$ cat src/rtl/pgdir_pkg.sv
package pgdir_pkg;

    typedef enum logic [1:0] {
        CMD_DOWN  = 2'd0,
        CMD_COPY  = 2'd1,
        CMD_INVAL = 2'd2,
        CMD_GRANT = 2'd3
    } cmd_kind_e;

    typedef enum logic [3:0] {
        ST_IDLE,
        ST_DECIDE,
        ST_DOWN_SEND,
        ST_DOWN_WAIT,
        ST_COPY_SEND,
        ST_COPY_WAIT,
        ST_XFER,
        ST_INV_SEND,
        ST_INV_WAIT,
        ST_GRANT
    } dir_state_e;

endpackage

$ cat src/rtl/pgdir_store.sv
module pgdir_store #(
    parameter int NODES       = 4,
    parameter int LOCAL_PAGES = 4,
    parameter int NW          = 2,
    parameter int LW          = 2
) (
    input  logic             clk,
    input  logic             rst_n,
    input  logic [LW-1:0]    idx,
    output logic [NW-1:0]    rd_owner,
    output logic             rd_wmode,
    output logic [NODES-1:0] rd_cset,
    input  logic             owner_we,
    input  logic [NW-1:0]    owner_wd,
    input  logic             wmode_we,
    input  logic             wmode_wd,
    input  logic             cset_we,
    input  logic [NODES-1:0] cset_wd
);

    logic [NW-1:0]    owner_r [LOCAL_PAGES];
    logic             wmode_r [LOCAL_PAGES];
    logic [NODES-1:0] cset_r  [LOCAL_PAGES];

    // One register set per page; page p is written only when idx selects it.
    for (genvar p = 0; p < LOCAL_PAGES; p++) begin : g_page
        logic sel;
        assign sel = (idx == LW'(p));
        always_ff @(posedge clk) begin
            if (!rst_n) begin
                owner_r[p] <= '0;
                wmode_r[p] <= 1'b1;
                cset_r[p]  <= {{(NODES-1){1'b0}}, 1'b1};
            end else if (sel) begin
                if (owner_we) owner_r[p] <= owner_wd;
                if (wmode_we) wmode_r[p] <= wmode_wd;
                if (cset_we)  cset_r[p]  <= cset_wd;
            end
        end
    end

    assign rd_owner = owner_r[idx];
    assign rd_wmode = wmode_r[idx];
    assign rd_cset  = cset_r[idx];

endmodule

$ cat src/rtl/pgdir_lowest.sv
module pgdir_lowest #(
    parameter int N = 4,
    parameter int W = 2
) (
    input  logic [N-1:0] vec,
    output logic [W-1:0] idx,
    output logic         any
);

    always_comb begin
        idx = '0;
        any = |vec;
        for (int i = N - 1; i >= 0; i--) begin
            if (vec[i]) idx = W'(i);
        end
    end

endmodule

$ cat src/rtl/pgdir_manager.sv
module pgdir_manager
    import pgdir_pkg::*;
#(
    parameter int NODES       = 4,
    parameter int LOCAL_PAGES = 4,
    parameter int MGR_BITS    = 1,
    parameter int MGR_ID      = 1,
    localparam int NW = $clog2(NODES),
    localparam int LW = $clog2(LOCAL_PAGES),
    localparam int PW = LW + MGR_BITS
) (
    input  logic          clk,
    input  logic          rst_n,
    input  logic          req_valid,
    output logic          req_ready,
    input  logic [NW-1:0] req_node,
    input  logic [PW-1:0] req_page,
    input  logic          req_write,
    output logic          cmd_valid,
    input  logic          cmd_ready,
    output logic [1:0]    cmd_kind,
    output logic [NW-1:0] cmd_dst,
    output logic [PW-1:0] cmd_page,
    output logic [NW-1:0] cmd_peer,
    output logic          cmd_write,
    input  logic          ack_valid,
    output logic          ack_ready,
    input  logic [NW-1:0] ack_node
);

    localparam logic [NODES-1:0] ONE = {{(NODES-1){1'b0}}, 1'b1};

    dir_state_e       state_q, state_d;
    logic [NW-1:0]    node_q;
    logic [PW-1:0]    page_q;
    logic             wr_q;
    logic [NODES-1:0] pend_q;

    logic [NW-1:0]    rd_owner;
    logic             rd_wmode;
    logic [NODES-1:0] rd_cset;
    logic             owner_we, wmode_we, wmode_wd, cset_we;
    logic [NODES-1:0] cset_wd;

    logic [NW-1:0]    inv_idx;
    logic             inv_any;
    logic [NODES-1:0] node_bit, xfer_pend, inv_rest;
    logic             has_copy, is_owner, ack_hit, own_page;
    logic [NW-1:0]    ack_expect;

    pgdir_store #(.NODES(NODES), .LOCAL_PAGES(LOCAL_PAGES), .NW(NW), .LW(LW)) u_store (
        .clk      (clk),
        .rst_n    (rst_n),
        .idx      (page_q[PW-1:MGR_BITS]),
        .rd_owner (rd_owner),
        .rd_wmode (rd_wmode),
        .rd_cset  (rd_cset),
        .owner_we (owner_we),
        .owner_wd (node_q),
        .wmode_we (wmode_we),
        .wmode_wd (wmode_wd),
        .cset_we  (cset_we),
        .cset_wd  (cset_wd)
    );

    pgdir_lowest #(.N(NODES), .W(NW)) u_lowest (
        .vec (pend_q),
        .idx (inv_idx),
        .any (inv_any)
    );

    assign own_page   = (req_page[MGR_BITS-1:0] == MGR_BITS'(MGR_ID));
    assign node_bit   = ONE << node_q;
    assign has_copy   = rd_cset[node_q];
    assign is_owner   = (rd_owner == node_q);
    assign xfer_pend  = rd_cset & ~node_bit;
    assign inv_rest   = pend_q & ~(ONE << inv_idx);
    assign ack_expect = (state_q == ST_INV_WAIT) ? inv_idx : rd_owner;
    assign ack_hit    = ack_valid && ack_ready && (ack_node == ack_expect);

    // State register and request capture
    always_ff @(posedge clk) begin
        if (!rst_n) begin
            state_q <= ST_IDLE;
            node_q  <= '0;
            page_q  <= '0;
            wr_q    <= 1'b0;
            pend_q  <= '0;
        end else begin
            state_q <= state_d;
            if (state_q == ST_IDLE && req_valid) begin
                node_q <= req_node;
                page_q <= req_page;
                wr_q   <= req_write;
            end
            if (state_q == ST_XFER) pend_q <= xfer_pend;
            else if (state_q == ST_INV_WAIT && ack_hit) pend_q <= inv_rest;
        end
    end

    // Next state
    always_comb begin
        state_d = state_q;
        unique case (state_q)
            ST_IDLE:      if (req_valid && own_page) state_d = ST_DECIDE;
            ST_DECIDE: begin
                if (!wr_q)
                    state_d = has_copy ? ST_GRANT : (rd_wmode ? ST_DOWN_SEND : ST_COPY_SEND);
                else if (rd_wmode && is_owner)
                    state_d = ST_GRANT;
                else if (!has_copy)
                    state_d = ST_COPY_SEND;
                else
                    state_d = rd_wmode ? ST_DOWN_SEND : ST_XFER;
            end
            ST_DOWN_SEND: if (cmd_ready) state_d = ST_DOWN_WAIT;
            ST_DOWN_WAIT: if (ack_hit) state_d = wr_q ? ST_XFER : ST_COPY_SEND;
            ST_COPY_SEND: if (cmd_ready) state_d = ST_COPY_WAIT;
            ST_COPY_WAIT: if (ack_hit)
                state_d = !wr_q ? ST_GRANT : (rd_wmode ? ST_DOWN_SEND : ST_XFER);
            ST_XFER:      state_d = (xfer_pend != '0) ? ST_INV_SEND : ST_GRANT;
            ST_INV_SEND:  if (cmd_ready) state_d = ST_INV_WAIT;
            ST_INV_WAIT:  if (ack_hit) state_d = (inv_rest != '0) ? ST_INV_SEND : ST_GRANT;
            ST_GRANT:     if (cmd_ready) state_d = ST_IDLE;
            default:      state_d = ST_IDLE;
        endcase
    end

    // Outputs and directory updates
    always_comb begin
        req_ready = 1'b0;
        ack_ready = 1'b0;
        cmd_valid = 1'b0;
        cmd_kind  = CMD_GRANT;
        cmd_dst   = rd_owner;
        cmd_page  = page_q;
        cmd_peer  = node_q;
        cmd_write = 1'b0;
        owner_we  = 1'b0;
        wmode_we  = 1'b0;
        wmode_wd  = 1'b0;
        cset_we   = 1'b0;
        cset_wd   = rd_cset;
        unique case (state_q)
            ST_IDLE:      req_ready = 1'b1;
            ST_DECIDE:    ;
            ST_DOWN_SEND: begin cmd_valid = 1'b1; cmd_kind = CMD_DOWN; end
            ST_DOWN_WAIT: begin
                ack_ready = 1'b1;
                wmode_we  = ack_hit;
            end
            ST_COPY_SEND: begin cmd_valid = 1'b1; cmd_kind = CMD_COPY; end
            ST_COPY_WAIT: begin
                ack_ready = 1'b1;
                cset_we   = ack_hit && !wr_q;
                cset_wd   = rd_cset | node_bit;
            end
            ST_XFER:      owner_we = 1'b1;
            ST_INV_SEND:  begin
                cmd_valid = inv_any;
                cmd_kind  = CMD_INVAL;
                cmd_dst   = inv_idx;
            end
            ST_INV_WAIT:  ack_ready = 1'b1;
            ST_GRANT: begin
                cmd_valid = 1'b1;
                cmd_kind  = CMD_GRANT;
                cmd_dst   = node_q;
                cmd_write = wr_q;
                wmode_we  = cmd_ready && wr_q;
                wmode_wd  = 1'b1;
                cset_we   = cmd_ready && wr_q;
                cset_wd   = node_bit;
            end
            default: ;
        endcase
    end

endmodule

$ cat config.mk
export PLATFORM = sky130hd
export DESIGN_NAME = pgdir_manager
export DESIGN_NICKNAME = d
export VERILOG_FILES = /design/src/rtl/pgdir_pkg.sv /design/src/rtl/pgdir_store.sv /design/src/rtl/pgdir_lowest.sv /design/src/rtl/pgdir_manager.sv
export SDC_FILE = /design/constraint.sdc
export NUM_CORES = 1
export LEC_CHECK = 0
export CORE_AREA = 8 8 95 63
export DETAILED_ROUTE_END_ITERATION = 8
export DIE_AREA = 0 0 103 71
export GPL_ROUTABILITY_DRIVEN = 1
export PLACE_DENSITY = 0.95
export SETUP_SLACK_MARGIN = 0.4
export SYNTH_ARGS = -nofsm -noshare
export SYNTH_HDL_FRONTEND = slang
export SYNTH_SLANG_ARGS = --single-unit
$ cat constraint.sdc
create_clock -name clk -period 3.9 [get_ports clk]
set_input_delay 0.585 -clock clk [delete_from_list [all_inputs] [get_ports clk]]
set_output_delay 0.585 -clock clk [all_outputs]
set_load 0.02 [all_outputs]
* Word level (Yosys, flattened, before mapping)
Memory sizes are Yosys's and may differ from the RTL's. A register that Yosys moved wholly into a read port is not among the register bits. Cells that the tools add are included.
Operators by class: shifts and indexed selects 2, reduce and logical (&&, ||, !) cells 18, equality and inequality tests 22, order comparisons 1, multiplexer cells 97, bitwise operators 17
Operators with widths (count):
- $mux 4 | 20
- $mux 1 | 50
- $pmux 4 s10 | 1
- $mux 2 | 16
- $eq 4x3->1 const B | 4
- $ne 2x2->1 const B | 7
- $or 1x1->1 | 12
- $mux 3 | 3
- $and 4x4->4 | 2
- $eq 4x2->1 const B | 2
- $eq 4x4->1 const B | 2
- $logic_and 1x1->1 | 8
- $not 4->4 | 2
- $pmux 4 s2 | 1
- $reduce_and 8->1 | 1
- $reduce_bool 4->1 | 2
- $shl 1x2->4 const A | 2
- $pmux 1 s2 | 3
- $pmux 2 s3 | 1
- $reduce_or 3->1 | 2
- $eq 2x2->1 | 2
- $eq 2x2->1 const B | 2
- $eq 4x1->1 const B | 1
- $logic_not 4->1 | 1
- other kinds (10) | 10
Storage, ports and cells: RAM bits 28, flip-flop bits (word level) 14, logic and storage cells 165, output and inout bits 13, memories kept 3, input bits 13
Memory list:
- u_store.cset_r | words 4, width 4, read ports 1, clocked after Yosys merged registers in 1, write ports 4, line pgdir_store.sv:23 | logic [NODES-1:0] cset_r [LOCAL_PAGES];
- u_store.owner_r | words 4, width 2, read ports 1, clocked after Yosys merged registers in 1, write ports 4, line pgdir_store.sv:21 | logic [NW-1:0] owner_r [LOCAL_PAGES];
- u_store.wmode_r | words 4, width 1, read ports 1, clocked after Yosys merged registers in 1, write ports 4, line pgdir_store.sv:22 | logic wmode_r [LOCAL_PAGES];

* Logic depth before layout (Yosys ltp)
depth in word-level cells 14, depth in mapped cells 10, mapped depth without buffers 7

* By module
A second synthesis with hierarchy kept.
Unflattened totals: cells, all modules 306, area, all modules 2742.6 um2
Modules (own cells, without submodules):
- pgdir_manager | times used 1, area each 1386.3 um2, cells an instance 199, seq. area each 280.3 um2
- pgdir_store | times used 1, area each 1321.3 um2, cells an instance 100, seq. area each 840.8 um2
- pgdir_lowest | times used 1, area each 35.0 um2, cells an instance 7, seq. area each 0.0 um2

* Least setup slack after synthesis
No wires, ideal clock.
path type reg2reg, start point reg (tool-made name), end point mem u_store.cset_r[2][0] (enable), path buffers 2, required time 3539 ps, data arrival time 2260 ps, path slack 1279 ps, stages on the path, launching flop included 8, cells stage by stage dfxtp_1 > buf_4 > mux4_2 > a2111oi_4 > o21a_4 > a32oi_1 > buf_6 > o21ai_0
RTL lines (line):
- to (decl) | pgdir_store.sv:23

* Worst setup path after layout
start point reg state_q[0], end point out cmd_dst[0]
On the way: word-level cells in the longest chain between the ends 2, elaborated cells between the ends (all ways) 3, those cells by class eq/ne (2); mux (1)
RTL lines:
- from (decl) | line pgdir_manager.sv:33 | dir_state_e state_q, state_d;
- from (signal assigned) | line pgdir_manager.sv:90 | state_q <= state_d;
- $eq 4x4->1 or $eq 4x3->1 (tied branches) | line pgdir_manager.sv:144 | unique case (state_q)
- $pmux 2 s2 * | line pgdir_manager.sv:144
- to (decl) | line pgdir_manager.sv:22 | output logic [NW-1:0] cmd_dst,
Mark *: on every way between the ends. The rest lies on a longest branch, timed or not.

==> metrics.csv <==
metric,value,unit
clock_sinks,44,
slowest_stage,dfxtp_1,
synth_edf_count,28,
drv_slew,0,
internal_power,0.964,mW
slew_headroom,47.3,%
routedWlPerCell,18.8,um
cp-end-kind,output port,
powerDensity,481,nW/um2
grt_start_max_net_pins,25,
skew,4.62,ps
core_area,4700,um2
hold_path.class,flop to flop,
grt_pass1_vias,2147,
critPathKind,flop to output port,
leakage,1.01,nW
min_path_cells,2,
ir_worst_vdd,0.295,mV
dieArea,7310,um2
dpl-instance-area,2980,um2
syn_nets,279,
yosys-top-cells-area,"edfxtp_1, dfxtp_1, mux4_2",
ff2ff_setup_slack,680,ps
htreeDepth,2,
cts_tree,done,
swShare,35.5,%
finalSetupViolCount,0,
portBuffers,25,
outcome,finished clean,
worst_hold_slack,518,ps
async_reset_ff_share,0,%
die_w,103,um
drt_first_pass_iters,5,
syn_area,2730,um2
first_iter_violations,246,
setup-tns-final,0,ps
avgSynthCellArea,10.3,um2
r2r_cells,7,
critPathRequiredTime,3310,ps
grtUsageTotal,18.8,%
synth_cells,266,
synth_top_area_share,30.8,%
n_antenna_cell,0,
drc,0,
max_stage_delay,810,ps
rows,20,
rr_startpoint,state_q[3],
cts_made_buffers,5,
gr-total-overflow,0,
place.gp.congestion,0.916,
min_period_over_period,83.0,%
io_pins,26,
ys.flop_type,edfxtp_1,
viasPerCell,6.49,
layout_commonest_cell,edfxtp_1,
synth-seq-cells,44,
min_from,cmd_page[0],
nNetsFinal,293,
r2r-end,u_store.cset_r[0][0],
crit_path_max_fanout,23,
p_clk_share,24.8,%
yosysTopAreaCell,edfxtp_1,
max_freq,309,MHz
hold_violations,0,
yosysWarnings,0,
pwr-share-comb,33.6,%
start_util,58.0,%
p_sw,0.531,mW
antenna_found_initial,0,
cp_data_arrival_time,2650,ps
rsz0062_at_grt,false,
drive_gt1_share,12.5,%
cts_max_path_buffers,2,
cts.clk_slew.worst_paths,80,ps
fin_crit,3240,ps
worst_slew_pin_slew,779,ps
synth-seq-area-share,42.5,%
fin_area,3110,um2
holdPathEnd,cmd_page[0],
startpoint_type,flop,
pwr-share-seq,41.6,%
area_delta_synth_final,13.8,%
hpwl,4930,um
final_antenna_net_count,0,
cap_violations,0,
die_h,71,um
critical_path.cell_chain,nand3_1 > and3_1 > a211o_1 > clkdlybuf4s50_1,
grt_pass1_wl,10900,um
routed_wl,6530,um
cts_root_buf,clkbuf_8,
clk_latency,300,ps
layout_common_cells,"edfxtp_1, clkdlybuf4s50_1, nor2_1",
synth_cell_types,63,
via_count,2253,
==> metrics by stage <==
step                      cells  util [%]  power [mW]  setup slack (ps)
after detailed placement    339      63.3        1.12               576
final                       347      66.0        1.49               664
after global routing        347      66.0        1.57               521
after CTS                   347      65.9        1.49               562
after floorplan             266         -       0.972              1280
after global placement      339      63.3        1.10               704
==> layer usage <==
metal	wire length (um)	GRT usage (%)
met1	2900	25.9
met2	2950	27.7
met3	562	4.41
met4	123	7.34
met5	0	0
==> flip-flops by register name, indices dropped and copies added, names as in the netlist, named ones only <==
register / cells
u_store.cset_r: 16
u_store.owner_r: 8
pend_q: 4
state_q: 4
u_store.wmode_r: 4
cmd_page: 3
cmd_peer: 2
wr_q: 1
==> critical path, delay by kind of cell, from the launching register on <==
kind / cells / cell delay, ps
and+or+nand+nor: 2 / 740
DFF: 1 / 810
AOI/OAI and AO/OA: 1 / 250
buffers and inverters: 1 / 540
==> cell type report <==
type | count | area, um2
fill | 390 | 1600
multi-input combinational | 195 | 1450
sequential | 44 | 1160
timing repair buffer | 27 | 265
clock buffer | 6 | 82.6
tap | 66 | 82.6
clock inverter | 2 | 38.8
inverter | 7 | 26.3
==> synth_stat cells (3+ instances only) <==
| cell type | n |
|---|---|
| nand3_1 | 8 |
| nand4_1 | 3 |
| mux2i_1 | 8 |
| nand2_1 | 11 |
| mux4_2 | 7 |
| clkbuf_1 | 13 |
| nor2_1 | 24 |
| o21ai_0 | 20 |
| edfxtp_1 | 28 |
| a22oi_1 | 6 |
| a32oi_1 | 3 |
| or3b_1 | 3 |
| nor3b_1 | 4 |
| or2_2 | 3 |
| xnor2_1 | 4 |
| inv_1 | 7 |
| a211oi_1 | 4 |
| nor3_1 | 14 |
| a21oi_1 | 7 |
| and3_1 | 5 |
| dfxtp_1 | 16 |
| nand2b_1 | 3 |
| o211ai_1 | 6 |
| o31ai_1 | 4 |
| nor2b_1 | 4 |
==> what timing repair did <==
action	in CTS	in global routing
buffers inserted	0	0
hold buffers	0	0
gates resized for setup	0	1
endpoints found under the setup margin	0	13
==> worst max path at each step <==
stage | start | end | depth (start not counted)
4_1_cts | state_q[3] | u_store.cset_r[0][0] | 7
3_5_place_dp | state_q[3] | u_store.cset_r[0][0] | 7
5_1_grt | state_q[3] | u_store.cset_r[0][0] | 7
6_report | state_q[0] | cmd_dst[0] | 4
2_1_floorplan | flop | u_store.cset_r[2][0] | 7
3_3_place_gp | state_q[3] | u_store.cset_r[0][0] | 7
==> kinds of logic (layout without fill, tap and decap cells) <==
| group | count (synthesis) | count (layout) | synth area share [%] |
|---|---|---|---|
| AOI/OAI and AO/OA | 70 | 70 | 19.5 |
| and+or+nand+nor | 104 | 104 | 22.6 |
| adders and majority gates | 2 | 2 | 0.734 |
| muxes | 15 | 15 | 8.71 |
| xor gates and xnor gates | 4 | 4 | 1.28 |
| buffers and inverters | 27 | 42 | 4.63 |
| DFF | 44 | 44 | 42.5 |
==> power by group through the flow <==
stage | logic (mW) | registers, mW | clock network [mW]
3_3_place_gp | 0.482 | 0.620 | 0
4_1_cts | 0.496 | 0.616 | 0.375
3_5_place_dp | 0.494 | 0.627 | 0
6_report | 0.502 | 0.621 | 0.371
2_1_floorplan | 0.409 | 0.564 | 0
5_1_grt | 0.541 | 0.630 | 0.400
No activity file was read; power rests on OpenSTA's default activity.
